[src/rtl/dbg_tx_pkg.sv]
package dbg_tx_pkg;
  localparam int SYND_W = 8;
  localparam int LVL_W  = 2;

  typedef enum logic [1:0] {
    TC_SYSACC = 2'd0,
    TC_HYP    = 2'd1,
    TC_MON    = 2'd2,
    TC_UNDEF  = 2'd3
  } trap_class_e;

  typedef struct packed {
    logic              trap;
    logic [LVL_W-1:0]  lvl;
    trap_class_e       cls;
    logic [SYND_W-1:0] syn;
  } trap_res_t;

  localparam logic [SYND_W-1:0] SYN_MOVE = 8'h05;
  localparam logic [SYND_W-1:0] SYN_LOAD = 8'h06;
  localparam logic [SYND_W-1:0] SYN_NONE = 8'h00;

  function automatic trap_res_t mk_trap(input logic [LVL_W-1:0] lvl,
                                        input trap_class_e cls,
                                        input logic [SYND_W-1:0] syn);
    trap_res_t r;
    r.trap = 1'b1;
    r.lvl  = lvl;
    r.cls  = cls;
    r.syn  = syn;
    return r;
  endfunction
endpackage

[src/rtl/dbg_tx_trap_eval.sv]
module dbg_tx_trap_eval
  import dbg_tx_pkg::*;
(
  input  logic       is_load,
  input  logic       halted,
  input  logic [1:0] el,
  input  logic       in_monitor,
  input  logic       el1_is64,
  input  logic       el2_is64,
  input  logic       el3_is64,
  input  logic       el2_en,
  input  logic       el3_en,
  input  logic       fgt,
  input  logic       user_trap,
  input  logic       user_dis,
  input  logic       tge,
  input  logic       el2_chan,
  input  logic       tde,
  input  logic       tda2,
  input  logic       el3_chan,
  input  logic       sec_chan,
  input  logic       tda3,
  output trap_res_t  res
);
  logic [SYND_W-1:0] code;
  logic              e2_64, e2_32;
  trap_res_t         el3_res;

  assign code  = is_load ? SYN_LOAD : SYN_MOVE;
  assign e2_64 = el2_en && el2_is64;
  assign e2_32 = el2_en && !el2_is64;

  // Checks owned by the highest level, shared by levels 0..2
  always_comb begin
    el3_res = '0;
    if (el3_en && el3_is64 && fgt && el3_chan)
      el3_res = mk_trap(2'd3, TC_SYSACC, code);
    else if (el3_en && !el3_is64 && sec_chan)
      el3_res = mk_trap(2'd3, TC_MON, SYN_NONE);
    else if (el3_en && el3_is64 && tda3)
      el3_res = mk_trap(2'd3, TC_SYSACC, code);
  end

  always_comb begin
    res = '0;
    if (halted) begin
      res = '0;
    end else begin
      unique case (el)
        2'd0: begin
          if (el1_is64 && user_trap)
            res = mk_trap(e2_64 && tge ? 2'd2 : 2'd1, TC_SYSACC, code);
          else if (!el1_is64 && user_dis) begin
            if (e2_64 && tge)      res = mk_trap(2'd2, TC_SYSACC, code);
            else if (e2_32 && tge) res = mk_trap(2'd2, TC_HYP, SYN_NONE);
            else                   res = mk_trap(2'd1, TC_UNDEF, SYN_NONE);
          end
          else if (e2_64 && el2_chan)               res = mk_trap(2'd2, TC_SYSACC, code);
          else if (e2_32 && el2_chan)               res = mk_trap(2'd2, TC_HYP, code);
          else if (e2_64 && (tge || tde || tda2))   res = mk_trap(2'd2, TC_SYSACC, code);
          else if (e2_32 && (tge || tde || tda2))   res = mk_trap(2'd2, TC_HYP, code);
          else                                      res = el3_res;
        end
        2'd1: begin
          if (e2_64 && fgt && el2_chan)             res = mk_trap(2'd2, TC_SYSACC, code);
          else if (e2_32 && el2_chan)               res = mk_trap(2'd2, TC_HYP, code);
          else if (e2_64 && (tde || tda2))          res = mk_trap(2'd2, TC_SYSACC, code);
          else if (e2_32 && (tde || tda2))          res = mk_trap(2'd2, TC_HYP, code);
          else                                      res = el3_res;
        end
        2'd2: res = el3_res;
        default: begin
          if (!in_monitor && sec_chan) res = mk_trap(2'd3, TC_MON, SYN_NONE);
        end
      endcase
    end
  end
endmodule

[src/rtl/dbg_tx_result_reg.sv]
module dbg_tx_result_reg
  import dbg_tx_pkg::*;
(
  input  logic              clk,
  input  logic              rst_n,
  input  logic              req,
  input  trap_res_t         res,
  output logic              commit_q,
  output logic              trap_q,
  output logic [LVL_W-1:0]  lvl_q,
  output logic [1:0]        cls_q,
  output logic [SYND_W-1:0] syn_q
);
  logic              commit_d, trap_d;
  logic [LVL_W-1:0]  lvl_d;
  logic [1:0]        cls_d;
  logic [SYND_W-1:0] syn_d;

  always_comb begin
    commit_d = req && !res.trap;
    trap_d   = req && res.trap;
    lvl_d    = trap_d ? res.lvl : '0;
    cls_d    = trap_d ? res.cls : '0;
    syn_d    = trap_d ? res.syn : '0;
  end

  always_ff @(posedge clk or negedge rst_n) begin
    if (!rst_n) begin
      commit_q <= 1'b0;
      trap_q   <= 1'b0;
      lvl_q    <= '0;
      cls_q    <= '0;
      syn_q    <= '0;
    end else begin
      commit_q <= commit_d;
      trap_q   <= trap_d;
      lvl_q    <= lvl_d;
      cls_q    <= cls_d;
      syn_q    <= syn_d;
    end
  end

  assert_one_outcome_R2: assert property (@(posedge clk) disable iff (!rst_n)
    !(commit_q && trap_q));
  assert_sysacc_syndrome_R4: assert property (@(posedge clk) disable iff (!rst_n)
    (trap_q && cls_q == TC_SYSACC) |-> (syn_q == SYN_MOVE || syn_q == SYN_LOAD));
  assert_monitor_level_R9: assert property (@(posedge clk) disable iff (!rst_n)
    (trap_q && cls_q == TC_MON) |-> (lvl_q == 2'd3));
endmodule

[src/rtl/dbg_tx_data_reg.sv]
module dbg_tx_data_reg #(
  parameter int DATA_W = 32
) (
  input  logic              clk,
  input  logic              rst_n,
  input  logic              wr_en,
  input  logic [DATA_W-1:0] wr_data,
  input  logic              rd_en,
  output logic [DATA_W-1:0] data_q,
  output logic              full_q,
  output logic              overrun_q
);
  logic [DATA_W-1:0] data_d;
  logic              full_d, overrun_d;

  always_comb begin
    data_d    = wr_en ? wr_data : data_q;
    full_d    = wr_en ? 1'b1 : (rd_en ? 1'b0 : full_q);
    overrun_d = wr_en && full_q && !rd_en;
  end

  always_ff @(posedge clk or negedge rst_n) begin
    if (!rst_n) begin
      data_q    <= '0;
      full_q    <= 1'b0;
      overrun_q <= 1'b0;
    end else begin
      if (wr_en) data_q <= data_d;
      full_q    <= full_d;
      overrun_q <= overrun_d;
    end
  end

  assert_commit_stores_R2: assert property (@(posedge clk) disable iff (!rst_n)
    wr_en |=> (full_q && data_q == $past(wr_data)));
  assert_hold_without_write_R10: assert property (@(posedge clk) disable iff (!rst_n)
    !wr_en |=> $stable(data_q));
  assert_read_clears_R11: assert property (@(posedge clk) disable iff (!rst_n)
    (rd_en && !wr_en) |=> !full_q);
  assert_overrun_full_R12: assert property (@(posedge clk) disable iff (!rst_n)
    overrun_q |-> full_q);
endmodule

[src/rtl/dbg_tx_mailbox.sv]
module dbg_tx_mailbox
  import dbg_tx_pkg::*;
#(
  parameter int DATA_W = 32
) (
  input  logic              clk,
  input  logic              rst_n,
  input  logic              core_wr_req,
  input  logic [DATA_W-1:0] core_wr_data,
  input  logic              core_wr_is_load,
  input  logic              core_halted,
  input  logic [1:0]        core_el,
  input  logic              core_in_monitor,
  input  logic              el1_is64,
  input  logic              el2_is64,
  input  logic              el3_is64,
  input  logic              el2_enabled,
  input  logic              el3_present,
  input  logic              fgt_present,
  input  logic              ctl_el1_user_trap,
  input  logic              ctl_el1_user_dis,
  input  logic              ctl_el2_tge,
  input  logic              ctl_el2_chan_trap,
  input  logic              ctl_el2_tde,
  input  logic              ctl_el2_tda,
  input  logic              ctl_el3_chan_trap,
  input  logic              ctl_sec_chan_trap,
  input  logic              ctl_el3_tda,
  input  logic              dbg_rd,
  output logic [DATA_W-1:0] dbg_rd_data,
  output logic              tx_full,
  output logic              commit,
  output logic              overrun,
  output logic              trap_valid,
  output logic [LVL_W-1:0]  trap_level,
  output logic [1:0]        trap_class,
  output logic [SYND_W-1:0] trap_syndrome
);
  trap_res_t dec;
  logic      wr_commit;

  dbg_tx_trap_eval u_eval (
    .is_load    (core_wr_is_load),
    .halted     (core_halted),
    .el         (core_el),
    .in_monitor (core_in_monitor),
    .el1_is64   (el1_is64),
    .el2_is64   (el2_is64),
    .el3_is64   (el3_is64),
    .el2_en     (el2_enabled),
    .el3_en     (el3_present),
    .fgt        (fgt_present),
    .user_trap  (ctl_el1_user_trap),
    .user_dis   (ctl_el1_user_dis),
    .tge        (ctl_el2_tge),
    .el2_chan   (ctl_el2_chan_trap),
    .tde        (ctl_el2_tde),
    .tda2       (ctl_el2_tda),
    .el3_chan   (ctl_el3_chan_trap),
    .sec_chan   (ctl_sec_chan_trap),
    .tda3       (ctl_el3_tda),
    .res        (dec)
  );

  assign wr_commit = core_wr_req && !dec.trap;

  dbg_tx_result_reg u_result (
    .clk      (clk),
    .rst_n    (rst_n),
    .req      (core_wr_req),
    .res      (dec),
    .commit_q (commit),
    .trap_q   (trap_valid),
    .lvl_q    (trap_level),
    .cls_q    (trap_class),
    .syn_q    (trap_syndrome)
  );

  dbg_tx_data_reg #(.DATA_W(DATA_W)) u_data (
    .clk       (clk),
    .rst_n     (rst_n),
    .wr_en     (wr_commit),
    .wr_data   (core_wr_data),
    .rd_en     (dbg_rd),
    .data_q    (dbg_rd_data),
    .full_q    (tx_full),
    .overrun_q (overrun)
  );

  assert_halted_commits_R3: assert property (@(posedge clk) disable iff (!rst_n)
    (core_wr_req && core_halted) |=> (commit && !trap_valid));
  assert_trap_keeps_data_R10: assert property (@(posedge clk) disable iff (!rst_n)
    trap_valid |-> $stable(dbg_rd_data));
endmodule

[config.mk]
export PLATFORM = sky130hd
export DESIGN_NAME = dbg_tx_mailbox
export DESIGN_NICKNAME = d
export VERILOG_FILES = /design/src/rtl/dbg_tx_pkg.sv /design/src/rtl/dbg_tx_trap_eval.sv /design/src/rtl/dbg_tx_result_reg.sv /design/src/rtl/dbg_tx_data_reg.sv /design/src/rtl/dbg_tx_mailbox.sv
export SDC_FILE = /design/constraint.sdc
export NUM_CORES = 1
export LEC_CHECK = 0
export BUFFER_PORTS_ARGS = -buffer_cell sky130_fd_sc_hd__buf_2
export CELL_PAD_IN_SITES_DETAIL_PLACEMENT = 0
export CELL_PAD_IN_SITES_GLOBAL_PLACEMENT = 1
export CORE_MARGIN = 2
export CORE_UTILIZATION = 31
export DETAILED_ROUTE_END_ITERATION = 8
export GPL_TIMING_DRIVEN = 1
export PLACE_DENSITY = 0.87
export SLEW_MARGIN = 20
export SYNTH_ARGS = -nofsm -noshare
export SYNTH_HDL_FRONTEND = slang
export SYNTH_SLANG_ARGS = --single-unit
[constraint.sdc]
create_clock -name clk -period 0.8 [get_ports clk]
set_input_delay 0.12 -clock clk [delete_from_list [all_inputs] [get_ports clk]]
set_output_delay 0.12 -clock clk [all_outputs]
set_load 0.01 [all_outputs]
==> flow_metrics.env <==
export IMPL_status="finished, violations left"
export IMPL_failed_checks="negative setup slack"
export IMPL_grt_use_total_pct=13.9
export IMPL_drt_iter0_drc=37
export IMPL_core_um2=6390
export IMPL_cts_root_buf="clkbuf_8"
export IMPL_drive_above_1_share_pct=66.7
export IMPL_final_antenna_net_count=0
export IMPL_critPathCaptureType="flop"
export IMPL_whs_path_depth=2
export IMPL_gp_congestion=0.911
export IMPL_routed_wl_mm=5.04
export IMPL_power_mw=6.06
export IMPL_critPathRequiredTime_ns=0.98
export IMPL_syn_inst=154
export IMPL_hold_path_class="input pin to flop"
export IMPL_power_density_nw_per_um2=1890
export IMPL_crit_type="input pin to flop"
export IMPL_finalCritPeriodShare_pct=189
export IMPL_die_x_um=85.4
export IMPL_layout_setup_ws_ns=-0.711
export IMPL_clk_pin_slew_ns=0.08
export IMPL_cp_startpoint="ctl_el2_chan_trap"
export IMPL_synth_seq_cells=43
export IMPL_antenna_found_initial=0
export IMPL_syn2layout_area_growth_pct=55.8
export IMPL_reg2reg_from="u_data.data_q[26]"
export IMPL_cap_violations=0
export IMPL_htreeDepth=2
export IMPL_grt_max_degree=44
export IMPL_start_util_pct=32.2
export IMPL_layout_nets=361
export IMPL_synth_main_ff_cell="dfrtp_1"
export IMPL_fmax_mhz=662
export IMPL_power_leakage_nw=1.68
export IMPL_worst_slew_pin_slew_ns=0.628
export IMPL_viasPerCell=4.61
export IMPL_cts_tree="built"
export IMPL_gr_total_overflow=0
export IMPL_fin_skew_ns=0.0000784
export IMPL_report_final_slew_viol_count=0
export IMPL_die_area_um2=7290
export IMPL_stdcell_area_um2=3200
export IMPL_cts_sinks=43
export IMPL_io_pins=104
export IMPL_ir_drop_v=0.00179
export IMPL_synth_yosys_seq_area_share_pct=52.4
export IMPL_crit_fanout=31
export IMPL_fin_crit_ns=1.51
export IMPL_relSlewSlack_pct=57.7
export IMPL_max_clock_path_buffers=2
export IMPL_io_buffers=98
export IMPL_dp_hpwl_mm=3.68
export IMPL_synth_top_area_share_pct=52.4
export IMPL_arrival_ns=1.69
export IMPL_yosys_top_cells_area="dfrtp_1, mux2_4, mux2_2"
export IMPL_first_global_vias=1821
export IMPL_finalHoldViolCount=0
export IMPL_startpoint_type="input pin"
export IMPL_num_rows=29
export IMPL_die_h_um=85.4
export IMPL_vias=1764
export IMPL_yosys_area_top_type="dfrtp_1"
export IMPL_antenna_cells=0
export IMPL_nFillCells=586
export IMPL_cts_buffers=5
export IMPL_wl_per_cell_um=13.2
export IMPL_clkLatencyLatePin_ns=0.29
export IMPL_drcViolationCount=0
export IMPL_setup_violations_final=86
export IMPL_synth_edf_count=0
export IMPL_ys_warn_count=0
export IMPL_drt_pass1_iter_count=4
export IMPL_dpl_instance_area_um2=2800
export IMPL_netlist_area_um2=2050
export IMPL_hp_start="core_wr_is_load"
export IMPL_async_reset_ff_share_pct=100
export IMPL_grt_setup_unrepaired="yes"
export IMPL_avgSynthCellArea_um2=13.3
export IMPL_yosysUniqueCellTypes=40
export IMPL_r2r_cells=2
export IMPL_grt_pass1_wl_mm=8.19
report_power, final:
| group | internal, mW | switching (mW) |
|---|---|---|
| sequential | 2.49 | 0.160 |
| clock | 0.624 | 0.772 |
| combinational | 1.19 | 0.816 |
| total | 4.31 | 1.75 |
cells by family after synthesis:
| group | count (synthesis) | synth area share, % |
|---|---|---|
| DFF | 43 | 52.4 |
| and+or+nand+nor | 35 | 10.1 |
| muxes | 32 | 22.7 |
| AOI/OAI and AO/OA | 29 | 10.1 |
| buffers and inverters | 14 | 4.57 |
| other | 1 | 0.183 |
worst paths after layout:
kind,slack (ns),to
hold reg to reg,0.52,u_data.data_q[21]
setup reg to reg,-0.09,u_data.data_q[26]
hold / removal,0.02,u_result.syn_q[0]
min in group asynchronous,0.34,u_data.data_q[27]
max in group asynchronous,0.26,u_result.syn_q[2]
setup / recovery,-0.71,u_data.data_q[15]
cell type report:
type	instances	area, um^2	share of cell area, %
Inverter	4	15.0	0.469
Tap cell	77	96.3	3.01
Multi-Input combinational cell	101	973	30.4
Timing Repair Buffer	150	943	29.5
Sequential cell	43	1080	33.6
Clock inverter	3	25.0	0.782
Clock buffer	5	68.8	2.15
stage by stage:
step / util [%] / instances / hold slack [ns] / TNS [ns] / setup WS [ns]
floorplan: - / 158 / -0.176 / -31.15 / -0.826
global placement: 43.8 / 348 / 0.108 / -41.01 / -1.00
detailed placement: 43.8 / 348 / 0.113 / -43.62 / -1.07
CTS: 49.2 / 377 / -0.0122 / -33.46 / -0.705
global route: 50.1 / 383 / 0.00288 / -37.61 / -0.784
finish: 50.1 / 383 / 0.0200 / -32.60 / -0.711
critical path, cell delays in order:
cell       delay [ns]
buf_8            0.10
o41ai_4          0.37
o2111ai_2        0.19
o21ai_2          0.22
nand4_4          0.14
buf_12           0.20
mux2_4           0.32
flip-flops by register name, summed over array words and instances (netlist names):
register	count
u_result.cls_q	2
u_data.data_q	32
u_result.syn_q	3
u_data.full_q	1
u_result.commit_q	1
u_result.lvl_q	2
u_result.trap_q	1
u_data.overrun_q	1
cells in the mapped netlist, types with 2 or more instances:
cell,instances
a21oi_1,7
a31oi_1,3
and2_1,3
buf_4,5
buf_6,3
clkbuf_1,2
dfrtp_1,43
inv_1,4
mux2_2,4
mux2_4,28
nand2_1,9
nand2b_1,3
nand3_1,3
nor2_1,4
nor3_1,2
o211ai_1,2
o21ai_0,5
o221ai_1,2
layer usage:
metal	part of all wire, %	global-route usage, %
met1	40	16.6
met2	50	24.5
met5	0	0
met4	1.8	5.19
met3	7.5	3.02
placed cells by master (no fill, tap or decap), types with 2 or more instances in the layout:
cell type      Yosys  layout
a31oi_1            3       2
mux2_4            28      28
buf_12             0       2
inv_1              4       4
dfrtp_1           43      43
mux2_2             4       4
dlygate4sd3_1      0       2
o21ai_0            5       5
nand2_1            9       9
clkbuf_8           0       5
and2_1             3       3
nor3_1             2       2
nand3_2            0       2
o211ai_1           2       2
buf_4              5      47
nand2b_1           3       3
buf_2              0      94
buf_6              3       4
a21oi_1            7       6
nor2_1             4       3
clkinv_4           0       2
conb_1             1       5
o221ai_1           2       2
repair_timing:
| action | in CTS | in global routing |
|---|---|---|
| endpoints found under the setup margin | 86 | 86 |
| hold endpoints to repair | 45 | 0 |
| hold buffers | 2 | 0 |
| pin swaps | 2 | 1 |
| gates resized for setup | 17 | 3 |
| setup buffers | 19 | 7 |
Note: power is estimated with default switching activity, not from simulation.
